--- src/rtl/cal_est_pkg.sv ---
package cal_est_pkg;

    typedef enum logic [2:0] {
        ST_IDLE,
        ST_WAIT_LOW,
        ST_WAIT_RISE,
        ST_COUNT,
        ST_SCALE,
        ST_DONE
    } cal_state_e;

    // Scale factor per interval code, used by checkers as a reference.
    function automatic logic [16:0] interval_factor(input logic [2:0] code);
        logic [16:0] f;
        unique case (code)
            3'd0: f = 17'd1024;
            3'd1: f = 17'd2048;
            3'd2: f = 17'd4096;
            3'd3: f = 17'd6400;
            3'd4: f = 17'd8192;
            3'd5: f = 17'd16384;
            3'd6: f = 17'd32768;
            3'd7: f = 17'd65536;
            default: f = 17'd0;
        endcase
        return f;
    endfunction

endpackage

--- src/rtl/cal_pulse_sync.sv ---
module cal_pulse_sync #(
    parameter int SYNC_STAGES = 2
) (
    input  logic clk_i,
    input  logic rst_ni,
    input  logic din_i,
    output logic level_o,
    output logic rise_o,
    output logic fall_o
);
    localparam int DEPTH = SYNC_STAGES + 1;

    logic [DEPTH-1:0] shreg;

    always_ff @(posedge clk_i or negedge rst_ni) begin
        if (!rst_ni) begin
            shreg <= '0;
        end else begin
            shreg <= {shreg[DEPTH-2:0], din_i};
        end
    end

    always_comb begin
        level_o = shreg[SYNC_STAGES-1];
        rise_o  = shreg[SYNC_STAGES-1] & ~shreg[SYNC_STAGES];
        fall_o  = ~shreg[SYNC_STAGES-1] & shreg[SYNC_STAGES];
    end

    // a synchronised edge is preceded by the opposite level
    sync_edge_chk: assert property (@(posedge clk_i) disable iff (!rst_ni)
        rise_o |-> $past(!level_o));

endmodule

--- src/rtl/cal_width_counter.sv ---
module cal_width_counter #(
    parameter int CNT_W = 20
) (
    input  logic             clk_i,
    input  logic             rst_ni,
    input  logic             clr_i,
    input  logic             load_i,
    input  logic             inc_i,
    output logic [CNT_W-1:0] count_o,
    output logic             sat_o
);
    localparam logic [CNT_W-1:0] CNT_MAX = '1;

    logic [CNT_W-1:0] cnt_q;

    always_ff @(posedge clk_i or negedge rst_ni) begin
        if (!rst_ni) begin
            cnt_q <= '0;
        end else if (clr_i) begin
            cnt_q <= '0;
        end else if (load_i) begin
            cnt_q <= CNT_W'(1);
        end else if (inc_i && (cnt_q != CNT_MAX)) begin
            cnt_q <= cnt_q + CNT_W'(1);
        end
    end

    always_comb begin
        count_o = cnt_q;
        sat_o   = (cnt_q == CNT_MAX);
    end

    // without a clear the count never goes down
    count_mono_chk: assert property (@(posedge clk_i) disable iff (!rst_ni)
        !clr_i |=> (count_o >= $past(count_o)));

endmodule

--- src/rtl/cal_interval_scaler.sv ---
module cal_interval_scaler #(
    parameter int CNT_W = 20
) (
    input  logic [CNT_W-1:0]    width_i,
    input  logic [2:0]          code_i,
    output logic [CNT_W+15:0]   scaled_o
);
    localparam int EST_W = CNT_W + 16;

    logic [EST_W-1:0] ext;

    always_comb begin
        ext = EST_W'(width_i);
        unique case (code_i)
            3'd0: scaled_o = ext << 10;
            3'd1: scaled_o = ext << 11;
            3'd2: scaled_o = ext << 12;
            3'd3: scaled_o = (ext << 12) + (ext << 11) + (ext << 8);
            3'd4: scaled_o = ext << 13;
            3'd5: scaled_o = ext << 14;
            3'd6: scaled_o = ext << 15;
            3'd7: scaled_o = ext << 16;
            default: scaled_o = '0;
        endcase
    end

endmodule

--- src/rtl/cal_period_estimator.sv ---
module cal_period_estimator
    import cal_est_pkg::*;
#(
    parameter int CNT_W       = 20,
    parameter int SYNC_STAGES = 2
) (
    input  logic               clk_i,
    input  logic               rst_ni,
    input  logic               cal_pulse_i,
    input  logic               arm_i,
    input  logic [2:0]         code_i,
    output logic [CNT_W-1:0]   width_o,
    output logic [CNT_W+15:0]  estimate_o,
    output logic               valid_o,
    output logic               overflow_o
);
    localparam int EST_W = CNT_W + 16;

    cal_state_e state_q, state_d;

    logic             lvl, rise, fall;
    logic [CNT_W-1:0] cnt;
    logic             sat;
    logic             cnt_load, cnt_inc;
    logic [2:0]       code_q;
    logic [EST_W-1:0] est_q, scaled;
    logic             ovf_q;

    cal_pulse_sync #(.SYNC_STAGES(SYNC_STAGES)) u_sync (
        .clk_i   (clk_i),
        .rst_ni  (rst_ni),
        .din_i   (cal_pulse_i),
        .level_o (lvl),
        .rise_o  (rise),
        .fall_o  (fall)
    );

    always_comb begin
        cnt_load = (state_q == ST_WAIT_RISE) && rise && !arm_i;
        cnt_inc  = (state_q == ST_COUNT) && lvl && !fall && !arm_i;
    end

    cal_width_counter #(.CNT_W(CNT_W)) u_cnt (
        .clk_i   (clk_i),
        .rst_ni  (rst_ni),
        .clr_i   (arm_i),
        .load_i  (cnt_load),
        .inc_i   (cnt_inc),
        .count_o (cnt),
        .sat_o   (sat)
    );

    cal_interval_scaler #(.CNT_W(CNT_W)) u_scale (
        .width_i  (cnt),
        .code_i   (code_q),
        .scaled_o (scaled)
    );

    // Next-state logic; an arm overrides every state.
    always_comb begin
        state_d = state_q;
        if (arm_i) begin
            state_d = lvl ? ST_WAIT_LOW : ST_WAIT_RISE;
        end else begin
            unique case (state_q)
                ST_IDLE:      state_d = ST_IDLE;
                ST_WAIT_LOW:  if (!lvl) state_d = ST_WAIT_RISE;
                ST_WAIT_RISE: if (rise) state_d = ST_COUNT;
                ST_COUNT:     if (!lvl || sat) state_d = ST_SCALE;
                ST_SCALE:     state_d = ST_DONE;
                ST_DONE:      state_d = ST_IDLE;
                default:      state_d = ST_IDLE;
            endcase
        end
    end

    always_ff @(posedge clk_i or negedge rst_ni) begin
        if (!rst_ni) begin
            state_q <= ST_IDLE;
        end else begin
            state_q <= state_d;
        end
    end

    // Result registers
    always_ff @(posedge clk_i or negedge rst_ni) begin
        if (!rst_ni) begin
            code_q <= '0;
            est_q  <= '0;
            ovf_q  <= 1'b0;
        end else if (arm_i) begin
            code_q <= code_i;
            est_q  <= '0;
            ovf_q  <= 1'b0;
        end else begin
            if ((state_q == ST_COUNT) && lvl && sat) begin
                ovf_q <= 1'b1;
            end
            if (state_q == ST_SCALE) begin
                est_q <= scaled;
            end
        end
    end

    // Outputs
    always_comb begin
        valid_o    = (state_q == ST_DONE);
        width_o    = cnt;
        estimate_o = est_q;
        overflow_o = ovf_q;
    end


    valid_once_chk: assert property (@(posedge clk_i) disable iff (!rst_ni)
        valid_o |=> !valid_o);


    arm_clear_chk: assert property (@(posedge clk_i) disable iff (!rst_ni)
        arm_i |=> (width_o == '0 && estimate_o == '0 && !overflow_o));


    ovf_width_chk: assert property (@(posedge clk_i) disable iff (!rst_ni)
        overflow_o |-> (width_o == {CNT_W{1'b1}}));


    est_match_chk: assert property (@(posedge clk_i) disable iff (!rst_ni)
        valid_o |-> (estimate_o == EST_W'(width_o) * EST_W'(interval_factor(code_q))));

endmodule

--- config.mk ---
export PLATFORM = sky130hd
export DESIGN_NAME = cal_period_estimator
export DESIGN_NICKNAME = d
export VERILOG_FILES = /design/src/rtl/cal_est_pkg.sv /design/src/rtl/cal_pulse_sync.sv /design/src/rtl/cal_width_counter.sv /design/src/rtl/cal_interval_scaler.sv /design/src/rtl/cal_period_estimator.sv
export SDC_FILE = /design/constraint.sdc
export NUM_CORES = 1
export LEC_CHECK = 0
export BUFFER_PORTS_ARGS = -buffer_cell sky130_fd_sc_hd__clkbuf_2
export CAP_MARGIN = 20
export CORE_MARGIN = 3
export CORE_UTILIZATION = 60
export CTS_CLUSTER_SIZE = 30
export DETAILED_ROUTE_END_ITERATION = 8
export PLACE_DENSITY_LB_ADDON = 0.2
export SLEW_MARGIN = 40
export SYNTH_ARGS = -nofsm -noshare
export SYNTH_HDL_FRONTEND = slang
export SYNTH_HIERARCHICAL = 1
export SYNTH_SLANG_ARGS = --single-unit
--- constraint.sdc ---
create_clock -name clk_i -period 3.6 [get_ports clk_i]
set_input_delay 0.18 -clock clk_i [delete_from_list [all_inputs] [get_ports clk_i]]
set_output_delay 0.18 -clock clk_i [all_outputs]
set_load 0.005 [all_outputs]
# Word-level counts from Yosys, hierarchy flattened
# Index checks and enable logic that the tools add are counted.
# W data, S select, Z words.
# classes
n_bitwise	4
addsub	3
n_mux	14
n_eq_ne	17
reduce_logical	16
# ops
operator	count
$pmux W36 S8	1
$mux W36	2
$mux W20	3
$add A36 B28 Y36	1
$add A32 B31 Y33	1
$add A20 B1 Y20 const B	1
$eq A20 B20 Y1 const B	1
$ne A20 B20 Y1 const B	1
$eq A3 B3 Y1 const B	6
$eq A3 B2 Y1 const B	4
$mux W3	4
$pmux W3 S4	1
$ne A3 B3 Y1 const B	3
$logic_and A1 B1 Y1	7
$eq A3 B1 Y1 const B	2
$reduce_bool A2 Y1	2
$logic_not A1 Y1	3
$logic_not A3 Y1	1
$reduce_and A3 Y1	1
$reduce_bool A3 Y1	1
$and A1 B1 Y1	2
$mux W1	2
$mux W2	1
$not A1 Y1	2
$logic_or A1 B1 Y1	1
# word_totals
wordCells	60
in_bits	7
regBits	66
out_inout_bits	58

# Logic depth before layout (Yosys ltp)
# depth
depth_word	9
ltp_mapped	11
depth_no_buf	11

# By module
# The synthesis kept the hierarchy.
# by_module_without_submodules
module	n_inst	area_per_inst_um2	seq_area_each_um2	cells_per_inst
cal_interval_scaler	1	2673.8	0.0	373
cal_period_estimator	1	1704.1	1076.0	115
cal_width_counter	1	1261.2	500.5	135
cal_pulse_sync	1	90.1	75.1	5

# Least setup slack after synthesis
# Ideal clock, no wire load.
# synth_timing
kind	register to register
start	register u_cnt.cnt_q[0] (netlist: u_cnt/count_o[0])
end	register est_q[30] (netlist: estimate_o[30])
setup_slack_ps	516
synth_period_minus_slack_ps	3084
arrival_ps	2963
setup_ps	121
stages_incl_launch_ff	12
cell_sequence	dfrtp_1 fa_1 ha_1 inv_1 fa_1 nand2b_1 a21o_1 a31o_2 a211oi_1 o21a_1 o31ai_1 a22o_2
# synth_via
elab_chain_cells	5
# synth_rtl
element	line	rtl
start, declared	cal_width_counter.sv:14	logic [CNT_W-1:0] cnt_q;
start signal, assigned	cal_width_counter.sv:24	cnt_q <= cnt_q + CNT_W'(1);
$add A32 B31 Y33	cal_interval_scaler.sv:18	3'd3: scaled_o = (ext << 12) + (ext << 11) + (ext << 8);
$add A36 B28 Y36 *	cal_interval_scaler.sv:18	
$pmux W36 S8 *	cal_interval_scaler.sv:14	unique case (code_i)
via scaled[30]	cal_period_estimator.sv:26	logic [EST_W-1:0] est_q, scaled;
$mux W36 *	cal_period_estimator.sv:99	if (state_q == ST_SCALE) begin
$mux W36 *	cal_period_estimator.sv:91	end else if (arm_i) begin
end signal, assigned	cal_period_estimator.sv:100	est_q <= scaled;
end, declared	cal_period_estimator.sv:26	
# The timed path passes the listed nets; every way through them passes the cells marked *. The select of a mux whose other input is x is not followed.
# A chain may end at the register's enable or synchronous reset.

# Final worst setup path
# layout_timing
start	register u_cnt.cnt_q[4] (netlist: u_cnt/count_o[4])
end	register est_q[30] (netlist: estimate_o[30])
# The elaborated chain is that of the path after synthesis.

==> results.py <==
metrics = {
    "timing": {
        "finalHoldViolCount": 0,
        "slew_headroom_pct": 57.38,
        "fin_skew_ns": 0.01523,
        "tightest_slew_ns": 0.6393,
        "fin_crit_ns": 3.286,
        "period_share_pct": 91.27,
        "rsz0062_at_grt": "no",
        "setup-tns-final_ns": 0,
        "fmax_mhz": 304.4,
        "worst_hold_slack_ns": 0.05159,
        "setup-violations-final": 0,
        "slew_violations": 0,
        "setup_ws_ns": 0.3144,
    },
    "setup_path": {
        "crit_required_ns": 3.85,
        "worstReg2RegStart": "u_cnt/count_o[4]",
        "worst-path-buf-inv": 1,
        "cp_slowest_cell": "fa_1",
        "r2r_end": "estimate_o[30]",
        "worstSetupEndpoint": "estimate_o[30]",
        "cp.depth": 11,
        "r2r_setup_slack_ns": 0.31,
        "crit_fanout": 5,
        "endpoint_kind": "register",
        "worstSetupStartpoint": "u_cnt/count_o[4]",
        "max_stage_delay_ns": 0.53,
        "reg2regPathDepth": 11,
        "path_cells": "fa_1, ha_1, inv_1, fa_1, nand2b_1, a21o_1, a31o_2, a211oi_1, o21a_1, o31ai_1, a22o_2",
        "cp_top_family": "compound AO/OA/AOI/OAI gates",
        "path_class": "reg -> reg",
        "worstPathArrival_ns": 3.53,
        "crit_top_cell": "fa_1",
        "cp-start-kind": "register",
    },
    "global_route": {
        "grt-ovfl-total": 0,
        "grt-busiest-layer": "met2",
        "antenna_found_initial": 0,
        "use_met2_pct": 46.78,
        "grt_util_met3_pct": 7.227,
        "grt_pass1_vias": 5228,
        "grt_pass1_wl_mm": 27.28,
        "grt_use_met1_pct": 43.68,
        "track_usage_pct": 30.67,
        "grt_max_degree": 50,
    },
    "yosys": {
        "ys.flop_type": "dfrtp_1",
        "synth_area_leaders": "dfrtp_1, fa_1, ha_1",
        "synth.most_common_cell": "dfrtp_1",
        "syn_area_per_cell_sq_um": 9.123,
        "synth-seq-cells": 66,
        "async_reset_ff_share_pct": 100.0,
        "yosysWarnings": 6,
        "synth_top_area_share_pct": 28.83,
        "seq_area_frac_synth_pct": 28.83,
        "synth_top_cell_by_area": "dfrtp_1",
        "synth_edf_count": 0,
        "synth.distinct_cells": 82,
        "synth_cells": 628,
        "synth_common_cells": "dfrtp_1, nand2_1, a21oi_1",
        "netlist_area_sq_um": 5729,
    },
    "finish": {
        "area_delta_synth_final_pct": 12.88,
        "final_cells": 835,
        "final_util_pct": 69.99,
        "fill_cells": 721,
        "nets": 750,
        "drive_above_1_share_pct": 23.65,
        "n_antenna_cell": 0,
    },
    "routing": {
        "wl_mm": 16.43,
        "drt_iter0_drc": 551,
        "viasPerCell": 6.675,
        "vias": 5574,
        "postRouteAntennaNets": 0,
        "first_pass_iters": 5,
        "wl_per_cell_um": 19.67,
        "drc": 0,
    },
    "placed_design": {
        "port_buffers": 64,
        "dp_cells": 817,
        "pre_cts_slack_ns": 0.3919,
        "hpwl_mm": 11.79,
        "place_congestion": 0.9695,
    },
    "power": {
        "p_leak_nw": 3.045,
        "ir_drop_mv": 0.2086,
        "cellPowerDensity_nw_per_um2": 277.7,
    },
    "clocking": {
        "htree_num_levels": 3,
        "cts.clk_slew.worst_paths_ns": 0.09,
        "clk_latency_ns": 0.36,
        "hold_buffers": 2,
        "cts.sinks": 66,
        "clock_path_buffers": 2,
        "cts_setup_buffers": 0,
        "post_cts_resized": 0,
        "cts_tree": "done",
        "cts_root_buffer": "clkbuf_8",
        "cts-buffers-inserted": 9,
    },
    "floorplan": {
        "die_y_um": 103.7,
        "dieArea_sq_um": 10760,
        "initial_core_util_pct": 62.00,
        "rows": 35,
        "core_region_area_sq_um": 9240,
        "die_w_um": 103.7,
        "pin_count": 65,
    },
    "outcome": {
        "outcome": "finished clean",
    },
    "hold_path": {
        "hold_path.class": "in -> reg",
    },
    "job": {
        "drv_cap": 0,
    },
}
cell families (layout without fill, tap and decap cells):
logic type | after synthesis | in the layout | synth area share (%)
AOI/OAI and AO/OA | 216 | 216 | 27.95
xor gates and xnor gates | 9 | 9 | 1.376
adders and majority gates | 42 | 42 | 11.40
buffers and inverters | 68 | 139 | 6.442
DFF | 66 | 66 | 28.83
muxes | 30 | 30 | 5.853
other | 1 | 8 | 0.06545
and+or+nand+nor | 196 | 196 | 18.08
power by group:
group          leakage [nW]  internal, W  switching [W]  total [W]
Clock                 0.109     0.000410       0.000335   0.000745
Sequential            0.904     0.000752      0.0000221   0.000774
Combinational          2.03    0.0000962       0.000181   0.000277
Total                  3.04      0.00126       0.000538    0.00180
worst min path at each step:
stage	start	to	slack [ns]	depth (start not counted)
6_report	code_i[1]	code_q[1]	0.05	2
5_1_grt	code_i[1]	code_q[1]	0.05	2
4_1_cts	code_i[1]	code_q[1]	0.04	2
3_5_place_dp	rst_ni	estimate_o[3]	0.25	1
3_3_place_gp	cal_pulse_i	u_sync/shreg[0]	0.29	1
2_1_floorplan	rst_ni	code_q[0]	-0.12	0
registers in the layout, summed over array words and instances (netlist names):
signal         flops
overflow_o         1
code_q             3
estimate_o        36
state_q            3
u_sync/shreg       3
u_cnt/count_o     20
final cells by class:
| cell class | instances | area, sq um | share of cell area (%) |
|---|---|---|---|
| Inverter | 24 | 90.09 | 1.393 |
| Clock buffer | 10 | 137.6 | 2.128 |
| Tap cell | 129 | 161.4 | 2.496 |
| Sequential cell | 66 | 1652 | 25.54 |
| Timing Repair Buffer | 99 | 603.1 | 9.325 |
| Clock inverter | 6 | 88.84 | 1.374 |
| Multi-Input combinational cell | 501 | 3735 | 57.75 |
metal layers:
layer	share of wire [%]	wire length, um	vias up
met2	45	7447	318
met1	43	7103	2700
met3	9.7	1589	30
li1	-	-	2526
met4	1.7	287	0
met5	0	0	-
worst reg2reg max path: cells and delay by family, from the launching register on:
kind	cells	cell delay, ns
adders and majority gates	3	1.14
AOI/OAI and AO/OA	6	1.27
DFF	1	0.47
and+or+nand+nor	1	0.22
buffers and inverters	1	0.07
cell usage in the layout (no fill, tap or decap), types with 5 or more instances in the layout:
| master | count |
|---|---|
| dfrtp_1 | 66 |
| a31oi_1 | 10 |
| buf_4 | 33 |
| or3_1 | 11 |
| nand3_1 | 16 |
| inv_1 | 23 |
| a21o_1 | 9 |
| clkbuf_2 | 63 |
| a211oi_1 | 9 |
| nand2_1 | 52 |
| a22o_1 | 13 |
| clkbuf_8 | 10 |
| nand2b_1 | 8 |
| nor3_1 | 19 |
| mux2i_1 | 20 |
| a21oi_1 | 45 |
| mux2_2 | 8 |
| o21ai_0 | 29 |
| and3_1 | 5 |
| fa_1 | 17 |
| conb_1 | 8 |
| a22o_2 | 26 |
| nand4_1 | 6 |
| o211ai_1 | 6 |
| o22ai_1 | 7 |
| nor2b_1 | 8 |
| xor2_1 | 5 |
| o311ai_0 | 5 |
| o41ai_1 | 7 |
| nor2_1 | 40 |
| ha_1 | 25 |
metrics by stage:
step	total power [W]	cell area, sq um
finish	0.001796	6467
floorplan	0.0009840	5756
detailed placement	0.001055	6221
global placement	0.001047	6218
global route	0.001870	6467
CTS	0.001792	6467
No activity file was read; power rests on OpenSTA's default activity.
